==> config.mk <==
export PLATFORM = sky130hd
export DESIGN_NAME = dual_irq_cause
export DESIGN_NICKNAME = d
export VERILOG_FILES = /design/src/rtl/irqc_pkg.sv /design/src/rtl/irqc_decode.sv /design/src/rtl/irqc_cause.sv /design/src/rtl/irqc_mask.sv /design/src/rtl/irqc_lines.sv /design/src/rtl/dual_irq_cause.sv
export SDC_FILE = /design/constraint.sdc
export NUM_CORES = 1
export LEC_CHECK = 0
export BUFFER_PORTS_ARGS = -buffer_cell sky130_fd_sc_hd__buf_2
export CAP_MARGIN = 20
export CORE_MARGIN = 3
export CORE_UTILIZATION = 40
export DETAILED_ROUTE_END_ITERATION = 10
export SLEW_MARGIN = 20
export SYNTH_ARGS = -nofsm -noshare
export SYNTH_HDL_FRONTEND = slang
export SYNTH_HIERARCHICAL = 1
export SYNTH_SLANG_ARGS = --single-unit
export TNS_END_PERCENT = 50
==> constraint.sdc <==
create_clock -name clk -period 1.92 [get_ports clk]
set_input_delay 0.096 -clock clk [delete_from_list [all_inputs] [get_ports clk]]
set_output_delay 0.096 -clock clk [all_outputs]
set_load 0.005 [all_outputs]
==> src/rtl/irqc_pkg.sv <==
package irqc_pkg;

  typedef enum logic [1:0] {
    SEL_NONE  = 2'd0,
    SEL_CAUSE = 2'd1,
    SEL_MASK  = 2'd2
  } reg_sel_e;

endpackage

==> src/rtl/irqc_decode.sv <==
module irqc_decode #(
  parameter int DW       = 32,
  parameter int AW       = 4,
  parameter int CAUSE_OFS = 0,
  parameter int MASK_OFS  = 4
) (
  input  logic          clk,
  input  logic          rst,
  input  logic [AW-1:0] addr_i,
  input  logic          wr_i,
  input  logic          rd_i,
  input  logic [DW-1:0] wdata_i,
  input  logic [DW-1:0] cause_i,
  input  logic [DW-1:0] mask_i,
  output logic [DW-1:0] w1c_o,
  output logic          mask_we_o,
  output logic [DW-1:0] mask_wdata_o,
  output logic [DW-1:0] rdata_o
);
  import irqc_pkg::*;

  localparam logic [AW-1:0] CAUSE_A = AW'(CAUSE_OFS);
  localparam logic [AW-1:0] MASK_A  = AW'(MASK_OFS);

  reg_sel_e sel;

  always_comb begin
    if (addr_i == CAUSE_A)     sel = SEL_CAUSE;
    else if (addr_i == MASK_A) sel = SEL_MASK;
    else                       sel = SEL_NONE;
  end

  // writes: cause takes write-one-to-clear, mask takes a plain load
  always_comb begin
    w1c_o        = '0;
    mask_we_o    = 1'b0;
    mask_wdata_o = wdata_i;
    if (wr_i) begin
      case (sel)
        SEL_CAUSE: w1c_o     = wdata_i;
        SEL_MASK:  mask_we_o = 1'b1;
        default:   ;
      endcase
    end
  end

  // registered read path, unmapped offsets return zero
  always_ff @(posedge clk) begin
    if (rst) begin
      rdata_o <= '0;
    end else if (rd_i) begin
      case (sel)
        SEL_CAUSE: rdata_o <= cause_i;
        SEL_MASK:  rdata_o <= mask_i;
        default:   rdata_o <= '0;
      endcase
    end
  end

  AST_UNMAPPED_READ_ZERO: assert property (@(posedge clk) disable iff (rst)
    (rd_i && addr_i != CAUSE_A && addr_i != MASK_A) |=> (rdata_o == '0));

endmodule

==> src/rtl/irqc_cause.sv <==
module irqc_cause #(
  parameter int DW = 32
) (
  input  logic          clk,
  input  logic          rst,
  input  logic [DW-1:0] evt_i,
  input  logic [DW-1:0] w1c_i,
  output logic [DW-1:0] cause_o
);

  logic [DW-1:0] cause_q;

  // per bit: event set has priority over software clear
  for (genvar b = 0; b < DW; b++) begin : g_bit
    always_ff @(posedge clk) begin
      if (rst)           cause_q[b] <= 1'b0;
      else if (evt_i[b]) cause_q[b] <= 1'b1;
      else if (w1c_i[b]) cause_q[b] <= 1'b0;
    end
  end

  assign cause_o = cause_q;

  AST_EVENT_STICKS: assert property (@(posedge clk) disable iff (rst)
    (|evt_i) |=> ((cause_q & $past(evt_i)) == $past(evt_i)));

  AST_CLEAR_HITS: assert property (@(posedge clk) disable iff (rst)
    (|(w1c_i & ~evt_i)) |=> ((cause_q & $past(w1c_i & ~evt_i)) == '0));

  AST_NO_STRAY_CLEAR: assert property (@(posedge clk) disable iff (rst)
    1'b1 |=> (($past(cause_q) & ~$past(w1c_i) & ~cause_q) == '0));

endmodule

==> src/rtl/irqc_mask.sv <==
module irqc_mask #(
  parameter int DW = 32
) (
  input  logic          clk,
  input  logic          rst,
  input  logic          we_i,
  input  logic [DW-1:0] wdata_i,
  output logic [DW-1:0] mask_o
);

  always_ff @(posedge clk) begin
    if (rst)       mask_o <= '0;
    else if (we_i) mask_o <= wdata_i;
  end

  AST_MASK_HOLDS: assert property (@(posedge clk) disable iff (rst)
    !we_i |=> $stable(mask_o));

endmodule

==> src/rtl/irqc_lines.sv <==
module irqc_lines #(
  parameter int DW      = 32,
  parameter int INTX_LO = 24,
  parameter int INTX_N  = 4
) (
  input  logic          clk,
  input  logic          rst,
  input  logic [DW-1:0] cause_i,
  input  logic [DW-1:0] mask_i,
  output logic          intx_o,
  output logic          err_o
);

  localparam logic [DW-1:0] GRP =
    {{(DW-INTX_N){1'b0}}, {INTX_N{1'b1}}} << INTX_LO;

  logic [DW-1:0] live;
  assign live = cause_i & mask_i;

  always_ff @(posedge clk) begin
    if (rst) begin
      intx_o <= 1'b0;
      err_o  <= 1'b0;
    end else begin
      intx_o <= |(live & GRP);
      err_o  <= |(live & ~GRP);
    end
  end

  AST_INTX_LEVEL: assert property (@(posedge clk) disable iff (rst)
    1'b1 |=> (intx_o == |($past(cause_i) & $past(mask_i) & GRP)));

  AST_ERR_LEVEL: assert property (@(posedge clk) disable iff (rst)
    1'b1 |=> (err_o == |($past(cause_i) & $past(mask_i) & ~GRP)));

endmodule

==> src/rtl/dual_irq_cause.sv <==
module dual_irq_cause #(
  parameter int DW        = 32,
  parameter int AW        = 4,
  parameter int CAUSE_OFS = 0,
  parameter int MASK_OFS  = 4,
  parameter int INTX_LO   = 24,
  parameter int INTX_N    = 4
) (
  input  logic          clk,
  input  logic          rst,
  input  logic [DW-1:0] evt_pulse,
  input  logic [AW-1:0] bus_addr,
  input  logic          bus_wr,
  input  logic [DW-1:0] bus_wdata,
  input  logic          bus_rd,
  output logic [DW-1:0] bus_rdata,
  output logic          intx_irq,
  output logic          err_irq
);

  logic [DW-1:0] cause, mask, w1c, mask_wd;
  logic          mask_we;

  irqc_decode #(.DW(DW), .AW(AW), .CAUSE_OFS(CAUSE_OFS), .MASK_OFS(MASK_OFS)) u_dec (
    .clk(clk), .rst(rst), .addr_i(bus_addr), .wr_i(bus_wr), .rd_i(bus_rd),
    .wdata_i(bus_wdata), .cause_i(cause), .mask_i(mask), .w1c_o(w1c),
    .mask_we_o(mask_we), .mask_wdata_o(mask_wd), .rdata_o(bus_rdata)
  );

  irqc_cause #(.DW(DW)) u_cause (
    .clk(clk), .rst(rst), .evt_i(evt_pulse), .w1c_i(w1c), .cause_o(cause)
  );

  irqc_mask #(.DW(DW)) u_mask (
    .clk(clk), .rst(rst), .we_i(mask_we), .wdata_i(mask_wd), .mask_o(mask)
  );

  irqc_lines #(.DW(DW), .INTX_LO(INTX_LO), .INTX_N(INTX_N)) u_lines (
    .clk(clk), .rst(rst), .cause_i(cause), .mask_i(mask),
    .intx_o(intx_irq), .err_o(err_irq)
  );

endmodule

==> flow_metrics.env, run 1 <==
export IMPL_area_growth_syn_to_layout_pct=18.1
export IMPL_end_kind="register"
export IMPL_worstSkewPairLatency_ns=0.34
export IMPL_hold_violations=0
export IMPL_die_area_sq_um=13100
export IMPL_endpoint_required_time_on_the_critical_path_ns=2.12
export IMPL_cts_clk_slew_worst_paths_ns=0.07
export IMPL_worst_slew_margin_rel_pct=48.0
export IMPL_fin_worst_skew_ns=0.00968
export IMPL_syn_nets=549
export IMPL_globalplace_congestion=0.782
export IMPL_p_sw_share_pct=24.0
export IMPL_floorplan_initialDensity_pct=42.0
export IMPL_detailedRoute_firstPassIterationCount=4
export IMPL_post_synthesis_cells=477
export IMPL_p_leak_uw=0.00229
export IMPL_timing_rr_start="u_cause/cause_o[1]"
export IMPL_grt_antenna_before_repair=0
export IMPL_vias=3519
export IMPL_place_hpwl_mm=7.60
export IMPL_final_common_cell="buf_2"
export IMPL_chipWidth_um=114
export IMPL_holdCritPathClass="input pin to register"
export IMPL_transition_time_of_the_tightest_slew_check_pin_ns=0.779
export IMPL_largest_net_degree_at_the_start_of_global_routing=55
export IMPL_number_of_maximum_capacitance_constraint_violations=0
export IMPL_globalRouteTotalUtil_pct=17.4
export IMPL_cts_htree_levels=3
export IMPL_total_power_draw_uw=4220
export IMPL_crit_path_max_fanout=20
export IMPL_switchingPower_uw=1010
export IMPL_ports_placed_on_the_boundary=106
export IMPL_antennaDiodeCount=0
export IMPL_drc_errors=0
export IMPL_run_status="completed"
export IMPL_rows=38
export IMPL_synth_cell_area_sq_um=4700
export IMPL_pwr_density_nw_per_um2=760
export IMPL_vias_per_cell=4.94
export IMPL_setup_violations_final=0
export IMPL_timing_max_transition_violations_final=0
export IMPL_setup_worst_path_start_class="input pin"
export IMPL_ys_types=24
export IMPL_clock_sink_count=98
export IMPL_count_of_flip_flops_with_a_built_in_enable_after_synthesis=0
export IMPL_synthArstFlopShare_pct=0
export IMPL_max_vdd_ir_drop_v=0.000436
export IMPL_fmaxAchievable_ghz=0.714
export IMPL_finalSetupTns_ns=0
export IMPL_drt_iter0_markers=214
export IMPL_clockPowerShare_pct=39.4
export IMPL_worstSetupPathType="input pin to register"
export IMPL_number_of_global_route_vias_before_repair=3596
export IMPL_setup_repair_after_global_routing_missed_its_margin="no"
export IMPL_power_combinational_fraction_pct=9.7
export IMPL_core_region_area_sq_um=11200
export IMPL_critPathArrivalTime_ns=1.60
export IMPL_postLayoutSetupSlackWorst_ns=0.520
export IMPL_final_cell_mix="104 x buf_2, 98 x dfxtp_1, 65 x inv_1"
export IMPL_power_sequential_fraction_pct=50.9
export IMPL_final_layout_size_suffix_gt1_share_pct=29.2
export IMPL_placement_setup_worst_slack_ns=0.166
export IMPL_final_period_minus_worst_setup_slack_ns=1.40
export IMPL_final_net_count=639
export IMPL_ctsLongestPathBuffers=2
export IMPL_startpoint="bus_addr[1]"
export IMPL_clock_tree_from_tritoncts="yes"
export IMPL_die_height_um=114
export IMPL_grt_remaining_overflow=0
export IMPL_final_period_utilization_pct=72.9
export IMPL_global_route_wire_length_before_repair_mm=18.0
export IMPL_internal_power_uw=3200
export IMPL_route_detailed_wl_per_inst_um=15.6
export IMPL_placement_io_buffers=105
export IMPL_wirelength_mm=11.1
export IMPL_yosys_most_used_dff="dfxtp_1"
export IMPL_ant_nets=0
export IMPL_yosysWarningCount=6
export IMPL_synth_seq_cells=98
export IMPL_hold_path_startpoint="bus_wdata[23]"
export IMPL_synth_sequential_area_ratio_pct=41.8
export IMPL_cts_made_buffers=9
export IMPL_synthesis_area_per_instance_sq_um=9.85
export IMPL_cts_root_buf="clkbuf_16"
-- power by group through the flow --
stage	registers (uW)	logic (uW)	clock network (uW)
after floorplan	2180	281	0
after global placement	2190	363	0
after detailed placement	2190	370	0
after CTS	2150	412	1720
after global routing	2150	451	1800
final	2150	408	1660
-- area by class of cell --
cell class                      instances  area, sq um
Clock buffer                           11          243
Clock inverter                          5         30.0
Fill cell                            1095         5630
Inverter                               65          244
Multi-Input combinational cell        250         2000
Sequential cell                        98         1960
Tap cell                              140          175
Timing Repair Buffer                  143          891
-- kinds of logic after synthesis --
kind of cell,count (synthesis),synth area share [%]
simple gates,104,16.1
compound gates,82,12.8
buf+inv,129,15.7
flops,98,41.8
mux,64,13.6
-- what timing repair did --
action,in CTS,in global routing
endpoints found under the hold margin,26,0
setup buffers,0,0
gates resized for setup,0,0
hold buffers,26,0
-- through the flow --
step | utilization (%) | instances | hold WS (ns) | instance area [sq um]
6_report | 49.7 | 712 | 0.00296 | 5550
5_1_grt | 49.7 | 712 | 0.00234 | 5550
4_1_cts | 49.7 | 712 | 0.000532 | 5550
3_5_place_dp | 44.9 | 670 | 0.340 | 5010
3_3_place_gp | 44.9 | 670 | 0.335 | 5010
2_1_floorplan | - | 477 | 0.165 | 4700
-- flip-flops by register name, summed over array words and instances (netlist names) --
name and flops:
u_cause/cause_o 32, u_dec/rdata_o 32, u_mask/mask_o 32, u_lines/err_o 1, u_lines/intx_o 1
-- synth_stat cells (2+ instances only) --
| library cell | number | share of area [%] |
|---|---|---|
| buf_6 | 5 | 1.2 |
| buf_8 | 3 | 0.96 |
| o32ai_1 | 32 | 6.0 |
| a221oi_2 | 3 | 0.96 |
| nor2_1 | 34 | 2.7 |
| clkbuf_1 | 10 | 0.80 |
| a21oi_1 | 33 | 3.5 |
| nand2b_1 | 33 | 4.4 |
| buf_2 | 9 | 0.96 |
| inv_1 | 65 | 5.2 |
| buf_4 | 33 | 5.3 |
| dfxtp_1 | 98 | 42 |
| a22oi_1 | 10 | 1.6 |
| buf_12 | 3 | 1.3 |
| a22o_1 | 3 | 0.56 |
| mux2i_1 | 64 | 14 |
| nand4_1 | 2 | 0.27 |
| nor3b_2 | 29 | 7.7 |
| nor3b_1 | 3 | 0.48 |
-- path summary, 6_finish.rpt --
check | to | slack, ns | cells past startpoint
max reg2reg | u_lines/err_o | 0.75 | 4
max | u_mask/mask_o[17] | 0.52 | 6
min reg2reg | u_dec/rdata_o[0] | 0.45 | 2
min | u_mask/mask_o[23] | 0.003 | 3
-- worst max-delay path: stages --
cell	delay, ns
buf_2	0.10
or4b_2	0.74
nor2_4	0.17
buf_12	0.21
mux2i_1	0.22
nor2_1	0.05
-- per-layer routing --
layer,part of all wire (%),GRT usage [%],vias to the layer above,wire (um)
li1,-,-,1768,-
met1,44,22.0,1673,4940
met2,50,29.7,70,5590
met3,4.0,2.80,8,445
met4,1.1,6.65,0,127
met5,0,0,-,0
No activity file was read; power rests on OpenSTA's default activity.
==> run 2: changes to the inputs <==
ABC_AREA = 1   (was not set)
clock period = 1.4 ns   (was 1.92 ns; I/O delays follow)
==> flow_metrics.env, run 2 <==
export IMPL_place_hpwl_mm=8.24
export IMPL_floorplan_initialDensity_pct=41.6
export IMPL_cts_made_buffers=9
export IMPL_rows=40
export IMPL_fin_worst_hold_slack_ns=0.0245
export IMPL_drc_errors=0
export IMPL_route_detailed_wl_per_inst_um=11.2
export IMPL_syn_nets=882
export IMPL_hold_violations=0
export IMPL_fin_worst_skew_ns=0.00581
export IMPL_synthArstFlopShare_pct=0
export IMPL_grt_remaining_overflow=0
export IMPL_final_period_minus_worst_setup_slack_ns=0.945
export IMPL_run_status="completed"
export IMPL_synth_cell_area_sq_um=5070
export IMPL_post_synthesis_cells=810
export IMPL_crit_path_max_fanout=3
export IMPL_drt_iter0_markers=322
export IMPL_synthTopCellsByCount="175 x nand2_1, 168 x nor2_1, 162 x inv_1, 98 x dfxtp_1, 97 x nand3_1"
export IMPL_number_of_maximum_capacitance_constraint_violations=0
export IMPL_synth_top_cell_area_share_pct=38.7
export IMPL_ant_nets=0
export IMPL_timing_max_transition_violations_final=0
export IMPL_chipWidth_um=119
export IMPL_cts_root_buf="clkbuf_16"
export IMPL_vias_per_cell=4.31
export IMPL_ys_types=16
export IMPL_globalplace_congestion=0.746
export IMPL_fmaxAchievable_ghz=1.06
export IMPL_global_route_wire_length_before_repair_mm=20.2
export IMPL_layout_cell_area_non_filler_sq_um=6110
export IMPL_path_common_cell="nand2_1"
export IMPL_detailedRoute_firstPassIterationCount=4
export IMPL_post_synth_top_count_cell="nand2_1"
export IMPL_die_area_sq_um=14100
export IMPL_yosysWarningCount=6
export IMPL_final_period_utilization_pct=67.5
export IMPL_clock_sink_count=98
export IMPL_fill_cells=1297
export IMPL_multi_input_comb_area_sq_um=1990
export IMPL_antennaDiodeCount=0
export IMPL_worst_hold_stages=5
export IMPL_area_sequential_sq_um=1960
export IMPL_placement_io_buffers=105
export IMPL_setup_repair_after_global_routing_missed_its_margin="no"
export IMPL_synthesis_area_per_instance_sq_um=6.27
export IMPL_worst_path_buf_inv=0
export IMPL_vias=4635
export IMPL_ctsLongestPathBuffers=2
export IMPL_cts_htree_levels=3
export IMPL_transition_time_of_the_tightest_slew_check_pin_ns=0.299
export IMPL_yosys_most_used_dff="dfxtp_1"
export IMPL_final_net_count=975
export IMPL_core_region_area_sq_um=12200
export IMPL_clock_tree_from_tritoncts="yes"
export IMPL_grt_antenna_before_repair=0
export IMPL_wirelength_mm=12.0
export IMPL_p_leak_uw=0.00332
export IMPL_critPathArrivalTime_ns=1.17
export IMPL_area_growth_syn_to_layout_pct=20.3
export IMPL_placed_cell_area_sq_um=5470
export IMPL_pwr_density_nw_per_um2=1040
export IMPL_finalSetupTns_ns=0
export IMPL_worstSetupPathDepth=6
export IMPL_cts_clk_slew_worst_paths_ns=0.06
export IMPL_synth_seq_cells=98
export IMPL_timing_critical_path_max_delay_family="simple AND/OR/NAND/NOR gates"
export IMPL_globalRouteTotalUtil_pct=17.5
export IMPL_max_vdd_ir_drop_v=0.000764
export IMPL_number_of_global_route_vias_before_repair=4321
export IMPL_final_cell_mix="175 x nand2_1, 168 x nor2_1, 162 x inv_1"
export IMPL_endpoint_required_time_on_the_critical_path_ns=1.62
export IMPL_setup_worst_path_start_class="register"
export IMPL_worstSkewPairLatency_ns=0.34
export IMPL_synth_sequential_area_ratio_pct=38.7
export IMPL_worstSetupPathType="register to register"
export IMPL_holdCritPathClass="input pin to register"
export IMPL_critical_path_slowest_cell="dfxtp_1"
export IMPL_worst_slew_margin_rel_pct=80.1
export IMPL_cell_count_of_the_worst_reg_to_reg_path=6
export IMPL_top_post_synthesis_cells_by_area="dfxtp_1 39%, nand2_1 13%, nor2_1 12%"
export IMPL_ports_placed_on_the_boundary=106
export IMPL_die_height_um=119
export IMPL_worst_path_largest_cell_delay_ns=0.33
export IMPL_crit_path_cell_chain="nand2_1, nand2_1, nor2_1, nand2_1, nor2_1, a21oi_1"
export IMPL_synth_top_area_cell="dfxtp_1"
export IMPL_end_kind="register"
export IMPL_final_common_cell="nand2_1"
export IMPL_count_of_flip_flops_with_a_built_in_enable_after_synthesis=0
export IMPL_final_layout_size_suffix_gt1_share_pct=15.4
export IMPL_cts_setup_buffers=0
export IMPL_largest_net_degree_at_the_start_of_global_routing=65
export IMPL_setup_violations_final=0
## run 2: cell types whose count changed after synthesis, moves of 5 or more
cell and delta:
buf_4 +7, buf_2 +5, inv_1 +97, o32ai_1 -32, mux2i_1 -64, nor2_1 +134, clkbuf_1 -7, nand2_1 +175
nand2b_1 -33, nor3b_2 -29, nand3_1 +97, a22oi_1 -10, buf_6 +6
## run 2: worst register-to-register path, stage by stage (launching register included)
cell and delay (ns):
dfxtp_1 0.33, nand2_1 0.07, nand2_1 0.05, nor2_1 0.14, nand2_1 0.07, nor2_1 0.10, a21oi_1 0.07
## run 2: kinds of logic after synthesis
kind of cell | share of synthesized area (%)
AOI/OAI and AO/OA | 3.43
buffers and inverters | 22.2
DFF | 38.7
and+or+nand+nor | 35.7
## run 2: routing by layer
layer	part of all wire, %	vias up	global-route usage (%)
met5	0	-	0
met2	47	109	29.2
met4	0.90	0	4.71
li1	-	2534	-
met1	47	1985	22.2
met3	5.6	7	5.07
## run 2: where the power goes
part	internal (uW)	switching (uW)	total [uW]
clock	1540	1050	2580
sequential	2930	88.8	3010
combinational	353	418	771
total	4810	1550	6370
## run 2: final cells by class
type	instances	area share (%)
clock buffer	13	4.43
clock inverter	3	0.758
inverter	162	9.96
multi-input combinational	479	32.7
sequential	98	32.1
tap	168	3.44
timing repair buffer	153	16.6
## run 2: final timing paths
check | startpoint | endpoint | slack [ns]
worst max register to register | u_cause/cause_o[22] | u_lines/err_o | 0.45
worst max-delay path | u_cause/cause_o[22] | u_lines/err_o | 0.45
worst min register to register | u_cause/cause_o[18] | u_cause/cause_o[18] | 0.48
worst min-delay path | bus_wdata[4] | u_mask/mask_o[4] | 0.02
## run 2: repair_timing
| action | CTS | global route |
|---|---|---|
| endpoints found under the hold margin | 32 | 0 |
| gates resized for setup | 0 | 0 |
| hold buffers | 32 | 0 |
## run 2: metrics by stage
| stage | util [%] | setup WS, ns | cells | power [uW] |
|---|---|---|---|---|
| finish | 50.0 | 0.455 | 1076 | 6370 |
| global route | 50.0 | 0.310 | 1076 | 6710 |
| CTS | 50.0 | 0.428 | 1076 | 6470 |
| detailed placement | 44.8 | 0.284 | 1028 | 3790 |
| global placement | 44.8 | 0.266 | 1028 | 3780 |
| floorplan | - | 0.260 | 810 | 3560 |
==> run 3: changes to the inputs <==
ABC_AREA = 0   (was 1)
clock period = 0.8 ns   (was 1.4 ns; I/O delays follow)
==> flow_metrics.env, run 3 (synthesized netlist as in run 1, its figures left out) <==
export IMPL_run_status="finished, violations left"
export IMPL_violations="setup timing"
export IMPL_number_of_global_route_vias_before_repair=4003
export IMPL_vias_per_cell=4.83
export IMPL_largest_net_degree_at_the_start_of_global_routing=44
export IMPL_ant_nets=0
export IMPL_place_hpwl_mm=7.83
export IMPL_setup_worst_path_start_class="input pin"
export IMPL_clock_tree_from_tritoncts="yes"
export IMPL_chipWidth_um=114
export IMPL_final_period_utilization_pct=143
export IMPL_p_leak_uw=0.00279
export IMPL_endpoint_required_time_on_the_critical_path_ns=1.04
export IMPL_holdCritPathClass="input pin to register"
export IMPL_end_kind="register"
export IMPL_grt_antenna_before_repair=0
export IMPL_timing_max_transition_violations_final=0
export IMPL_route_detailed_wl_per_inst_um=15.2
export IMPL_critical_path_slowest_cell="or4b_4"
export IMPL_rows=38
export IMPL_ports_placed_on_the_boundary=106
export IMPL_switchingPower_uw=2630
export IMPL_die_area_sq_um=13100
export IMPL_max_vdd_ir_drop_v=0.000913
export IMPL_setup_repair_after_global_routing_missed_its_margin="yes"
export IMPL_final_layout_size_suffix_gt1_share_pct=44.2
export IMPL_final_common_cell="buf_2"
export IMPL_number_of_maximum_capacitance_constraint_violations=0
export IMPL_drt_iter0_markers=182
export IMPL_final_period_minus_worst_setup_slack_ns=1.15
export IMPL_globalRoute_busiestLayer="met2"
export IMPL_placement_io_buffers=105
export IMPL_p_sw_share_pct=24.6
export IMPL_cts_root_buf="clkbuf_16"
export IMPL_core_region_area_sq_um=11200
export IMPL_globalRouteTotalUtil_pct=18.8
export IMPL_hold_violations=0
export IMPL_fmaxAchievable_ghz=0.872
export IMPL_cts_made_buffers=9
export IMPL_global_route_wire_length_before_repair_mm=19.5
export IMPL_worst_slew_margin_rel_pct=79.0
export IMPL_floorplan_initialDensity_pct=42.0
export IMPL_drc_errors=0
export IMPL_postLayoutSetupSlackWorst_ns=-0.346
export IMPL_worst_path_largest_cell_delay_ns=0.57
export IMPL_crit_path_max_fanout=15
export IMPL_final_net_count=728
export IMPL_pwr_density_nw_per_um2=1600
export IMPL_power_combinational_fraction_pct=13.1
export IMPL_worstSetupPathType="input pin to register"
export IMPL_grt_use_met1_pct=24.0
export IMPL_fill_cells=957
export IMPL_final_cell_mix="88 x buf_2, 65 x inv_1, 64 x dlygate4sd3_1"
export IMPL_setup_violations_final=120
export IMPL_crit_path_cell_chain="buf_6, or4b_4, nor2_4, buf_12, mux2i_1, nor2_1"
export IMPL_post_route_util_pct=59.6
export IMPL_die_height_um=114
export IMPL_antennaDiodeCount=0
export IMPL_detailedRoute_firstPassIterationCount=4
export IMPL_timing_critical_path_max_delay_family="simple AND/OR/NAND/NOR gates"
export IMPL_worstSkewPairLatency_ns=0.34
export IMPL_power_sequential_fraction_pct=48.2
export IMPL_clock_sink_count=98
export IMPL_critPathArrivalTime_ns=1.38
export IMPL_vias=3866
export IMPL_gr_util_met3_pct=2.59
export IMPL_cts_htree_levels=3
export IMPL_globalplace_congestion=0.759
export IMPL_grt_met2_usage_pct=32.5
export IMPL_grt_remaining_overflow=0
export IMPL_fin_worst_skew_ns=0.00625
export IMPL_wirelength_mm=12.2
export IMPL_area_growth_syn_to_layout_pct=41.7
export IMPL_clockPowerShare_pct=38.7
export IMPL_ctsLongestPathBuffers=2
export IMPL_transition_time_of_the_tightest_slew_check_pin_ns=0.315
export IMPL_cts_clk_slew_worst_paths_ns=0.07
export IMPL_internal_power_uw=8050
export IMPL_placement_setup_worst_slack_ns=-0.695
export IMPL_worst_path_buf_inv=2
==> run 3: cell count changes in the layout (fill, tap and decap cells not counted), moves of 62 or more <==
cell     delta
nand2_1   -175
nand3_1    -97
nor2_1    -136
inv_1      -97
mux2i_1    +62
==> run 3: cell type report <==
cell class,instances,area (sq um),area share [%]
sequential,98,2040,30.6
inverter,65,244,3.67
clock buffer,11,243,3.65
multi-input combinational,250,2080,31.2
clock inverter,5,38.8,0.583
timing repair buffer,232,1840,27.6
tap,140,175,2.63
==> run 3: worst reg2reg max path: stages, from the launching register on <==
cell,delay [ns]
dfxtp_1,0.32
a22oi_2,0.22
nand4_1,0.14
nor2_2,0.15
a41oi_1,0.12
==> run 3: stage by stage <==
stage	TNS, ns	area [sq um]	total power [uW]	instances	hold WS [ns]
3_5_place_dp	-52.08	5460	6340	719	0.281
2_1_floorplan	-43.55	4710	5910	477	0.109
6_report	-19.71	6650	10700	801	0.0806
5_1_grt	-24.66	6650	11100	801	0.109
4_1_cts	-19.14	6500	10700	800	0.0894
3_3_place_gp	-49.76	5460	6320	719	0.279
==> run 3: path summary, 6_finish.rpt <==
check | startpoint | end | slack, ns | depth (start not counted)
worst max register to register | u_mask/mask_o[29] | u_lines/err_o | -0.26 | 4
worst min register to register | u_dec/rdata_o[30] | u_dec/rdata_o[30] | 0.45 | 2
worst max-delay path | bus_addr[1] | u_mask/mask_o[23] | -0.35 | 6
worst min-delay path | rst | u_cause/cause_o[13] | 0.08 | 3
==> run 3: power by group through the flow <==
| stage | registers [uW] | clock network [uW] | logic (uW) |
|---|---|---|---|
| after floorplan | 5230 | 0 | 677 |
| final | 5150 | 4130 | 1400 |
| after CTS | 5140 | 4210 | 1370 |
| after global routing | 5170 | 4440 | 1520 |
| after global placement | 5230 | 0 | 1090 |
| after detailed placement | 5240 | 0 | 1110 |
==> run 3: what timing repair did <==
item | 4_1_cts | 5_1_grt
setup buffers | 1 | 1
gates resized for setup | 58 | 35
pin swaps | 8 | 4
setup endpoints to repair | 121 | 127
hold buffers | 64 | 0
hold endpoints to repair | 64 | 0
==> run 3: layer usage <==
metal  wire (um)  share of wire [%]
met1        5570                 46
met2        6000                 49
met3         407                3.3
met4         181                1.5
met5           0                  0
